===== src/rtl/susp_mod_pkg.sv =====
package susp_mod_pkg;

  typedef enum logic {
    PH_RUN  = 1'b0,
    PH_SUSP = 1'b1
  } phase_e;

  localparam int REG_COUNT = 6;

  localparam int ADDR_RUN   = 0;
  localparam int ADDR_SUSP  = 1;
  localparam int ADDR_CTRL  = 2;
  localparam int ADDR_SPEN  = 3;
  localparam int ADDR_IRQW  = 4;
  localparam int ADDR_VIDW  = 5;

  localparam int CTRL_EN_BIT  = 0;
  localparam int SPEN_IRQ_BIT = 0;
  localparam int SPEN_VID_BIT = 1;

  localparam int SRC_COUNT = 2;

endpackage


===== src/rtl/susp_prescaler.sv =====
module susp_prescaler #(
  parameter int CLKS_PER_TICK = 1056,
  parameter int TICKS_PER_MS  = 31
) (
  input  logic clk_i,
  input  logic rst_ni,
  output logic tick_o,
  output logic ms_tick_o
);

  localparam int PW = (CLKS_PER_TICK > 1) ? $clog2(CLKS_PER_TICK) : 1;
  localparam int MW = (TICKS_PER_MS > 1) ? $clog2(TICKS_PER_MS) : 1;
  localparam logic [PW-1:0] P_MAX = PW'(CLKS_PER_TICK - 1);
  localparam logic [MW-1:0] M_MAX = MW'(TICKS_PER_MS - 1);

  logic [PW-1:0] presc_q;
  logic [MW-1:0] ms_q;

  assign tick_o    = (presc_q == P_MAX);
  assign ms_tick_o = tick_o && (ms_q == M_MAX);

  always_ff @(posedge clk_i or negedge rst_ni) begin
    if (!rst_ni) begin
      presc_q <= '0;
    end else if (tick_o) begin
      presc_q <= '0;
    end else begin
      presc_q <= presc_q + 1'b1;
    end
  end

  always_ff @(posedge clk_i or negedge rst_ni) begin
    if (!rst_ni) begin
      ms_q <= '0;
    end else if (ms_tick_o) begin
      ms_q <= '0;
    end else if (tick_o) begin
      ms_q <= ms_q + 1'b1;
    end
  end

  generate
    if (CLKS_PER_TICK > 1) begin : g_spacing
      a_r4_tick_spacing: assert property (@(posedge clk_i) disable iff (!rst_ni)
        tick_o |=> !tick_o);
    end
  endgenerate

endmodule


===== src/rtl/susp_regfile.sv =====
module susp_regfile
  import susp_mod_pkg::*;
#(
  parameter int AW = 3,
  parameter int DW = 8
) (
  input  logic          clk_i,
  input  logic          rst_ni,
  input  logic [AW-1:0] addr_i,
  input  logic          wr_en_i,
  input  logic [DW-1:0] wr_data_i,
  output logic [DW-1:0] rd_data_o,
  output logic [DW-1:0] run_cnt_o,
  output logic [DW-1:0] susp_cnt_o,
  output logic          mod_en_o,
  output logic          irq_sp_en_o,
  output logic          vid_sp_en_o,
  output logic [DW-1:0] irq_win_o,
  output logic [DW-1:0] vid_win_o
);

  logic [DW-1:0] regs_q [REG_COUNT];

  generate
    for (genvar g = 0; g < REG_COUNT; g++) begin : g_reg
      always_ff @(posedge clk_i or negedge rst_ni) begin
        if (!rst_ni) begin
          regs_q[g] <= '0;
        end else if (wr_en_i && (addr_i == AW'(g))) begin
          regs_q[g] <= wr_data_i;
        end
      end
    end
  endgenerate

  always_comb begin
    rd_data_o = '0;
    for (int i = 0; i < REG_COUNT; i++) begin
      if (addr_i == AW'(i)) rd_data_o = regs_q[i];
    end
  end

  assign run_cnt_o   = regs_q[ADDR_RUN];
  assign susp_cnt_o  = regs_q[ADDR_SUSP];
  assign mod_en_o    = regs_q[ADDR_CTRL][CTRL_EN_BIT];
  assign irq_sp_en_o = regs_q[ADDR_SPEN][SPEN_IRQ_BIT];
  assign vid_sp_en_o = regs_q[ADDR_SPEN][SPEN_VID_BIT];
  assign irq_win_o   = regs_q[ADDR_IRQW];
  assign vid_win_o   = regs_q[ADDR_VIDW];

  a_r2_susp_write_lands: assert property (@(posedge clk_i) disable iff (!rst_ni)
    (wr_en_i && addr_i == AW'(ADDR_SUSP)) |=> susp_cnt_o == $past(wr_data_i));

  a_r2_run_write_lands: assert property (@(posedge clk_i) disable iff (!rst_ni)
    (wr_en_i && addr_i == AW'(ADDR_RUN)) |=> run_cnt_o == $past(wr_data_i));

endmodule


===== src/rtl/susp_speedup_timer.sv =====
module susp_speedup_timer #(
  parameter int DW = 8
) (
  input  logic          clk_i,
  input  logic          rst_ni,
  input  logic          ms_tick_i,
  input  logic          evt_i,
  input  logic          en_i,
  input  logic [DW-1:0] win_i,
  output logic          active_o
);

  logic [DW-1:0] cnt_q;
  logic          load;

  assign load     = evt_i && en_i;
  assign active_o = (cnt_q != '0);

  always_ff @(posedge clk_i or negedge rst_ni) begin
    if (!rst_ni) begin
      cnt_q <= '0;
    end else if (load) begin
      cnt_q <= win_i;  // retrigger restarts the window
    end else if (ms_tick_i && active_o) begin
      cnt_q <= cnt_q - 1'b1;
    end
  end

  a_r10_retrigger_load: assert property (@(posedge clk_i) disable iff (!rst_ni)
    load |=> cnt_q == $past(win_i));

  a_r8_window_holds: assert property (@(posedge clk_i) disable iff (!rst_ni)
    (active_o && !ms_tick_i && !load) |=> $stable(cnt_q));

  a_r8_disabled_ignored: assert property (@(posedge clk_i) disable iff (!rst_ni)
    (!en_i && cnt_q == '0) |=> cnt_q == '0);

endmodule


===== src/rtl/susp_duty_seq.sv =====
module susp_duty_seq
  import susp_mod_pkg::*;
#(
  parameter int DW = 8
) (
  input  logic          clk_i,
  input  logic          rst_ni,
  input  logic          tick_i,
  input  logic          run_en_i,
  input  logic [DW-1:0] run_val_i,
  input  logic [DW-1:0] susp_val_i,
  output logic          susp_no_o
);

  phase_e        phase_q, phase_d;
  logic [DW-1:0] cnt_q, cnt_d;
  logic [DW-1:0] lat_run_q, lat_run_d;
  logic [DW-1:0] lat_susp_q, lat_susp_d;
  logic          live_q, live_d;
  logic          period_end;

  always_comb begin
    phase_d    = phase_q;
    cnt_d      = cnt_q;
    lat_run_d  = lat_run_q;
    lat_susp_d = lat_susp_q;
    live_d     = live_q;
    period_end = 1'b0;
    if (!run_en_i) begin
      live_d  = 1'b0;
      phase_d = PH_RUN;
      cnt_d   = '0;
    end else begin
      if (!live_q) begin
        period_end = 1'b1;
      end else if (phase_q == PH_RUN) begin
        period_end = (cnt_q == lat_run_q) && (lat_susp_q == '0);
      end else begin
        period_end = (cnt_q == lat_susp_q);
      end

      if (period_end) begin
        // new period: latch counts, skip an empty run phase
        live_d     = 1'b1;
        lat_run_d  = run_val_i;
        lat_susp_d = susp_val_i;
        cnt_d      = '0;
        phase_d    = (run_val_i == '0 && susp_val_i != '0) ? PH_SUSP : PH_RUN;
      end else if (phase_q == PH_RUN && cnt_q == lat_run_q) begin
        phase_d = PH_SUSP;
        cnt_d   = '0;
      end else if (tick_i) begin
        cnt_d = cnt_q + 1'b1;
      end
    end
  end

  always_ff @(posedge clk_i or negedge rst_ni) begin
    if (!rst_ni) begin
      phase_q    <= PH_RUN;
      cnt_q      <= '0;
      lat_run_q  <= '0;
      lat_susp_q <= '0;
      live_q     <= 1'b0;
    end else begin
      phase_q    <= phase_d;
      cnt_q      <= cnt_d;
      lat_run_q  <= lat_run_d;
      lat_susp_q <= lat_susp_d;
      live_q     <= live_d;
    end
  end

  assign susp_no_o = !(run_en_i && live_q && phase_q == PH_SUSP);

  a_r4_susp_cnt_bound: assert property (@(posedge clk_i) disable iff (!rst_ni)
    (live_q && phase_q == PH_SUSP) |-> cnt_q <= lat_susp_q);

  a_r5_zero_susp_stays_run: assert property (@(posedge clk_i) disable iff (!rst_ni)
    (live_q && lat_susp_q == '0) |-> phase_q == PH_RUN);

  a_r6_zero_run_stays_susp: assert property (@(posedge clk_i) disable iff (!rst_ni)
    (live_q && lat_run_q == '0 && lat_susp_q != '0) |-> phase_q == PH_SUSP);

  a_r7_latch_mid_period: assert property (@(posedge clk_i) disable iff (!rst_ni)
    (run_en_i && live_q && phase_q == PH_SUSP && cnt_q != lat_susp_q)
      |=> ($stable(lat_run_q) && $stable(lat_susp_q)));

endmodule


===== src/rtl/susp_mod_gen.sv =====
module susp_mod_gen
  import susp_mod_pkg::*;
#(
  parameter int CLKS_PER_TICK = 1056,
  parameter int TICKS_PER_MS  = 31,
  parameter int AW            = 3,
  parameter int DW            = 8
) (
  input  logic          clk_i,
  input  logic          rst_ni,
  input  logic [AW-1:0] addr_i,
  input  logic          wr_en_i,
  input  logic [DW-1:0] wr_data_i,
  output logic [DW-1:0] rd_data_o,
  input  logic          irq_evt_i,
  input  logic          vid_evt_i,
  output logic          susp_no_o
);

  logic          tick, ms_tick;
  logic [DW-1:0] run_cnt, susp_cnt, irq_win, vid_win;
  logic          mod_en, irq_sp_en, vid_sp_en;
  logic          speedup_any;

  logic [SRC_COUNT-1:0] src_evt, src_en, src_act;
  logic [DW-1:0]        src_win [SRC_COUNT];

  susp_prescaler #(
    .CLKS_PER_TICK(CLKS_PER_TICK),
    .TICKS_PER_MS (TICKS_PER_MS)
  ) u_presc (
    .clk_i    (clk_i),
    .rst_ni   (rst_ni),
    .tick_o   (tick),
    .ms_tick_o(ms_tick)
  );

  susp_regfile #(.AW(AW), .DW(DW)) u_regs (
    .clk_i      (clk_i),
    .rst_ni     (rst_ni),
    .addr_i     (addr_i),
    .wr_en_i    (wr_en_i),
    .wr_data_i  (wr_data_i),
    .rd_data_o  (rd_data_o),
    .run_cnt_o  (run_cnt),
    .susp_cnt_o (susp_cnt),
    .mod_en_o   (mod_en),
    .irq_sp_en_o(irq_sp_en),
    .vid_sp_en_o(vid_sp_en),
    .irq_win_o  (irq_win),
    .vid_win_o  (vid_win)
  );

  assign src_evt    = {vid_evt_i, irq_evt_i};
  assign src_en     = {vid_sp_en, irq_sp_en};
  assign src_win[0] = irq_win;
  assign src_win[1] = vid_win;

  generate
    for (genvar s = 0; s < SRC_COUNT; s++) begin : g_speedup
      susp_speedup_timer #(.DW(DW)) u_tmr (
        .clk_i    (clk_i),
        .rst_ni   (rst_ni),
        .ms_tick_i(ms_tick),
        .evt_i    (src_evt[s]),
        .en_i     (src_en[s]),
        .win_i    (src_win[s]),
        .active_o (src_act[s])
      );
    end
  endgenerate

  assign speedup_any = |src_act;

  susp_duty_seq #(.DW(DW)) u_seq (
    .clk_i     (clk_i),
    .rst_ni    (rst_ni),
    .tick_i    (tick),
    .run_en_i  (mod_en && !speedup_any),
    .run_val_i (run_cnt),
    .susp_val_i(susp_cnt),
    .susp_no_o (susp_no_o)
  );

  a_r3_disabled_full_speed: assert property (@(posedge clk_i) disable iff (!rst_ni)
    !mod_en |-> susp_no_o);

  a_r11_window_full_speed: assert property (@(posedge clk_i) disable iff (!rst_ni)
    speedup_any |-> susp_no_o);

endmodule


===== config.mk =====
export PLATFORM = sky130hd
export DESIGN_NAME = susp_mod_gen
export DESIGN_NICKNAME = d
export VERILOG_FILES = /design/src/rtl/susp_mod_pkg.sv /design/src/rtl/susp_prescaler.sv /design/src/rtl/susp_regfile.sv /design/src/rtl/susp_speedup_timer.sv /design/src/rtl/susp_duty_seq.sv /design/src/rtl/susp_mod_gen.sv
export SDC_FILE = /design/constraint.sdc
export NUM_CORES = 1
export LEC_CHECK = 0
export ABC_CLOCK_PERIOD_IN_PS = 5200
export BUFFER_PORTS_ARGS = -buffer_cell sky130_fd_sc_hd__buf_2
export CAP_MARGIN = 0
export CORE_MARGIN = 5
export CORE_UTILIZATION = 45
export DETAILED_ROUTE_END_ITERATION = 6
export SLEW_MARGIN = 20
export SYNTH_ARGS = -nofsm -noshare
export SYNTH_HDL_FRONTEND = slang
export SYNTH_HIERARCHICAL = 1
export SYNTH_SLANG_ARGS = --single-unit

===== constraint.sdc =====
create_clock -name clk_i -period 5.2 [get_ports clk_i]
set_input_delay 0.26 -clock clk_i [delete_from_list [all_inputs] [get_ports clk_i]]
set_output_delay 0.26 -clock clk_i [all_outputs]
set_load 0.01 [all_outputs]

== After elaboration in Yosys (flattened, before gate mapping) ==
Cells that the tools add are included.
Storage, ports and cells
  flip-flop bits (word level): 106
  input port bits: 16
  logic and storage cells: 89
Operators by class
  add/subtract/negate cells: 5
  equality and inequality tests: 12
  muxes and demuxes: 26
  bitwise logic cells: 1
  reductions and logical operators: 30
Operator list (count)
  2-to-1 mux 8 bit: 14
  nonzero test 8 bit: 3
  logical AND 1 bit: 17
  == test 8 bit: 2
  zero test 8 bit: 2
  subtractor 8 x 1 -> 8 bit (second input constant): 2
  adder 11 x 1 -> 11 bit (second input constant): 1
  == test 11 bit (second input constant): 1
  2-to-1 mux 11 bit: 1
  2-to-1 mux 5 bit: 2
  2-to-1 mux 1 bit: 9
  adder 8 x 1 -> 8 bit (second input constant): 1
  == test 3 x 2 -> 1 bit (second input constant): 2
  == test 3 bit (second input constant): 2
  nonzero test 2 bit: 3
  adder 5 x 1 -> 5 bit (second input constant): 1
  == test 5 bit (second input constant): 1
  inequality test 4 bit (second input constant): 1
  == test 3 x 1 -> 1 bit (second input constant): 1
  zero test 3 bit: 1
  inequality test 3 bit (second input constant): 1
  zero test 1 bit: 2
  inequality test 2 bit (second input constant): 1
  AND reduction 2 bit: 1
  2 further kinds: 2

== Logic depth before layout (Yosys ltp) ==
  word-level depth: 7
  gate-level depth with buffers: 11
  mapped depth without buffers: 10

== Modules after synthesis ==
The synthesis kept the hierarchy.
Modules (own cells, without submodules)
  susp_regfile: instances 1, cells an instance 184, area each 2508.7 µm², seq. area each 1201.2 µm²
  susp_duty_seq: instances 1, cells an instance 114, area each 1337.5 µm², seq. area each 650.6 µm²
  susp_speedup_timer: instances 2, cells an instance 63, area each 534.3 µm², seq. area each 200.2 µm²
  susp_prescaler: instances 1, cells an instance 70, area each 775.7 µm², seq. area each 400.4 µm²
  susp_mod_gen: instances 1, cells an instance 1, area each 12.5 µm², seq. area each 0.0 µm²

== Worst setup path before layout ==
Ideal clock, no wire load.
  kind: register to register
  start point: register g_speedup[1].u_tmr.cnt_q[1]
  end point: register u_seq.lat_run_q[1]
  arrival time: 2433 ps
  required time: 5075 ps
  setup slack: 2642 ps
  stages on the path, launching flop included: 12
  buffers on the path: 1
  period minus slack after synthesis: 2558 ps
  cell sequence: dfrtp_1 inv_1 ha_1 nor2b_1 nand3_4 nor3b_2 inv_1 nor2_1 a41oi_4 o21ai_4 buf_6 mux2_4
On the way
  longest elaborated chain between the ends: 5
RTL lines
  start: declaration: line susp_speedup_timer.sv:13  | logic [DW-1:0] cnt_q;
  start signal: assignment: line susp_speedup_timer.sv:23  | cnt_q <= win_i;
  start signal: assignment: line susp_speedup_timer.sv:25  | cnt_q <= cnt_q - 1'b1;
  nonzero test 8 bit: line susp_speedup_timer.sv:17  | assign active_o = (cnt_q != '0);
  via src_act[1]: line susp_mod_gen.sv:25  | logic [SRC_COUNT-1:0] src_evt, src_en, src_act;
  OR reduction 2 bit: line susp_mod_gen.sv:73  | assign speedup_any = |src_act;
  zero test 1 bit: line susp_mod_gen.sv:79  | .run_en_i (mod_en && !speedup_any),
  logical AND 1 bit: line susp_mod_gen.sv:79
  AND reduction 2 bit (no source line)
  end signal: assignment: line susp_duty_seq.sv:68  | lat_run_q <= lat_run_d;
  end: declaration: line susp_duty_seq.sv:17  | logic [DW-1:0] lat_run_q, lat_run_d;
The timed path passes the listed nets, and every way through them passes these cells.
A chain may end at the register's enable or synchronous reset.

== Worst setup path after layout ==
  start point: register g_speedup[1].u_tmr.cnt_q[1]
  end point: register u_seq.lat_run_q[7]
Same word-level chain as after synthesis.

==> out/qor.csv <==
stage;metric;value;unit
cts;Clk Latency, worst-skew pair;350;ps
sta;Slew @ Worst Pin;912;ps
placed_design;Post-DP HPWL;8360;µm
sta;post-route worst setup slack;2280;ps
global_route;first-pass GRT wire length;19300;µm
power;Power Total;0.00222;W
final_layout;commonest non-fill, non-tap cell in the layout;dfrtp_1;
detailed_routing;drt drc;0;
setup_path;CP arrival;3160;ps
cts;TritonCTS clock tree;yes;
detailed_routing;Wirelength per Cell;17.4;µm
setup_path;Required @ worst endpoint;5440;ps
sta;final hold violation count;0;
die;num rows;41;
status;status;completed;
logic_synthesis;synthesized area;5700;µm²
worst_hold_path;hold crit path type;primary input to register;
cts;clk sink count;106;
cts;postcts setup bufs;0;
detailed_routing;drt pass-1 iters;4;
final_layout;layout cells sized above 1;0.270;
logic_synthesis;register bit total from synthesis;106;
setup_path;Worst Path Max Fanout;16;
run;maxcap violations;0;
logic_synthesis;Syn Area/Cell;11.5;µm²
global_route;initial antenna violation count;0;
sta;fmax;343;MHz
die;initial cell density of the core;0.456;
power;Power Density;366;nW/µm²
die;die height;123;µm
global_route;vias in the first global route;3710;
final_layout;commonest non-fill, non-tap cells in the layout;dfrtp_1, mux2_2, nor2_1, nand2_1, mux2i_1;
logic_synthesis;count of cell types in the netlist;57;
die;die area;15000;µm²
logic_synthesis;Ys Warns;6;
detailed_routing;DRT Wirelength;11600;µm
sta;worst rel slew slack;0.392;
setup_path;Crit Path Class;register to register;
detailed_routing;Final ANT Viol Nets;0;
placed_design;gpl congestion;0.782;
placed_design;I/O Buffers;24;
detailed_routing;DR iter-0 viols;209;
setup_path;CP endpoint kind;register;
power;worst vdd rail ir drop;0.217;mV
logic_synthesis;FFs w/ async S/R, synth;1.00;
logic_synthesis;number of flops mapped to enable cells by yosys;0;
final_layout;antenna cells;0;
sta;Setup Skew;11.7;ps
logic_synthesis;Synth Instances;495;
global_route;largest net degree at the start of global routing;55;
die;die width;123;µm
power;Leak;2.65;nW
die;Core ar.;12500;µm²
final_layout;Area Growth Syn to Fin;6.25;%
die;number of placed I/O pins;25;
placed_design;Inst Count DP;648;
cts;htree depth;3;
final_layout;nets;510;
global_route;gr usage total;0.168;
cts;CTS root buffer;clkbuf_16;
sta;Max Slew Vio Count;0;
detailed_routing;DR vias;3673;
cts;clock buffer depth;2;
logic_synthesis;post-synthesis sequential area ratio;0.465;
setup_path;startpoint type of the worst setup path;register;
sta;fin crit share;0.561;
sta;RSZ-0062 raised after global routing;no;
logic_synthesis;main flop type after synthesis;dfrtp_1;
sta;final setup fails;0;
sta;fin crit period;2920;ps
detailed_routing;vias per std cell;5.52;
final_layout;Filler cells;1171;
logic_synthesis;Net Count, Synth;517;
cts;CTS Buf Count;9;
final_layout;final std cells w/o fill;665;
sta;setup TNS;0;ps
placed_design;Setup WS pre-CTS;2270;ps
global_route;GRT overflow;0;
cts;CTS clk-pin slew, worst paths;80;ps
==> sequential cells by signal, indices dropped and copies added (netlist names) <==
name and flops:
g_speedup.u_tmr/cnt_q 16, u_presc/ms_q 5, u_presc/presc_q 11, u_regs/irq_sp_en_o 1, u_regs/irq_win_o 8, u_regs/mod_en_o 1
u_regs/regs_q 13, u_regs/run_cnt_o 8, u_regs/susp_cnt_o 8, u_regs/vid_sp_en_o 1, u_regs/vid_win_o 8, u_seq/cnt_q 8
u_seq/lat_run_q 8, u_seq/lat_susp_q 8, u_seq/live_q 1, u_seq/phase_q 1
==> path summary, 6_finish.rpt <==
kind                                                    startpoint                        endpoint  slack (ps)  cells past startpoint
max                        g_speedup[1].u_tmr/cnt_q[1]$_DFFE_PN0P_  u_seq/lat_run_q[7]$_DFFE_PN0P_        2280                     10
min                                                   wr_data_i[6]   u_regs/regs_q[22]$_DFFE_PN0P_         230                      2
max reg2reg                g_speedup[1].u_tmr/cnt_q[1]$_DFFE_PN0P_  u_seq/lat_run_q[7]$_DFFE_PN0P_        2280                     10
min reg2reg                           u_presc/presc_q[0]$_DFF_PN0_    u_presc/presc_q[0]$_DFF_PN0_         490                      1
max in group asynchronous                                   rst_ni   u_regs/regs_q[18]$_DFFE_PN0P_        3560                      3
min in group asynchronous                                   rst_ni   u_presc/presc_q[10]$_DFF_PN0_         490                      2
==> area by class of cell <==
class | instances | area, µm² | share of cell area
Tap cell | 172 | 215 | 0.0355
Sequential cell | 106 | 2650 | 0.438
Multi-Input combinational cell | 330 | 2670 | 0.440
Timing Repair Buffer | 28 | 155 | 0.0256
Clock inverter | 6 | 78.8 | 0.0130
Inverter | 13 | 53.8 | 0.00888
Clock buffer | 10 | 239 | 0.0394
==> per-layer routing <==
metal,track usage,vias up,part of all wire
li1,-,1748,-
met5,0,-,0
met3,0.0415,14,0.037
met4,0.0476,0,0.018
met1,0.227,1845,0.46
met2,0.269,66,0.49
==> synthesized netlist by cell type (3+ instances only) <==
cell type  number  share of area
mux2_2         54           0.11
nand3_4         3         0.0092
nor2_1         36          0.024
a31oi_1        10          0.011
inv_1          12         0.0079
nor4_1          4         0.0044
a21oi_1        10         0.0088
mux2i_1        29          0.051
nand3_1        11         0.0097
o21ai_1         9         0.0079
ha_1            6          0.013
buf_4          35          0.046
o21a_1          8          0.011
nor3_1          4         0.0035
xnor2_1        12          0.018
a22o_2          8          0.014
nand4_1         8         0.0088
buf_6           3         0.0059
dfrtp_1       106           0.47
o21ai_0        10         0.0088
a221oi_1        8          0.012
xor2_1         21          0.032
or4_1           3         0.0039
nand2_1        34          0.022
buf_2           3         0.0026
==> critical path, stage by stage, from the launching register on <==
cell and delay (ps):
dfrtp_1 390, inv_1 120, ha_1 200, nor2b_1 310, nand3_4 140, nor3b_2 490, inv_1 170, nor2_1 210
a41oi_4 100, o21ai_4 280, mux2_2 390
==> power by group <==
group	total, W	internal [W]	switching (W)
Combinational	0.000389	0.000187	0.000203
Clock	0.000724	0.000399	0.000325
Sequential	0.00110	0.000956	0.000148
Total	0.00222	0.00154	0.000676
==> through the flow <==
step | utilization | hold slack (ps) | cell area, µm²
global placement | 0.458 | 346 | 5730
detailed placement | 0.458 | 352 | 5730
floorplan | - | -35.6 | 5700
global route | 0.484 | 232 | 6060
finish | 0.484 | 231 | 6060
CTS | 0.484 | 226 | 6060
==> cells by family (layout without fill, tap and decap cells) <==
logic type / count (synthesis) / count (layout) / share of synthesized area
fa+ha+maj: 6 / 6 / 0.0132
flops: 106 / 106 / 0.465
compound gates: 75 / 75 / 0.0983
mux: 85 / 85 / 0.163
buf+inv: 59 / 57 / 0.0676
xor+xnor: 33 / 33 / 0.0507
simple gates: 131 / 131 / 0.142
==> what timing repair did <==
action,CTS,global route
hold endpoints to repair,47,0
resized for setup,0,0
hold buffers,1,0
Note: power is estimated with default switching activity, not from simulation.
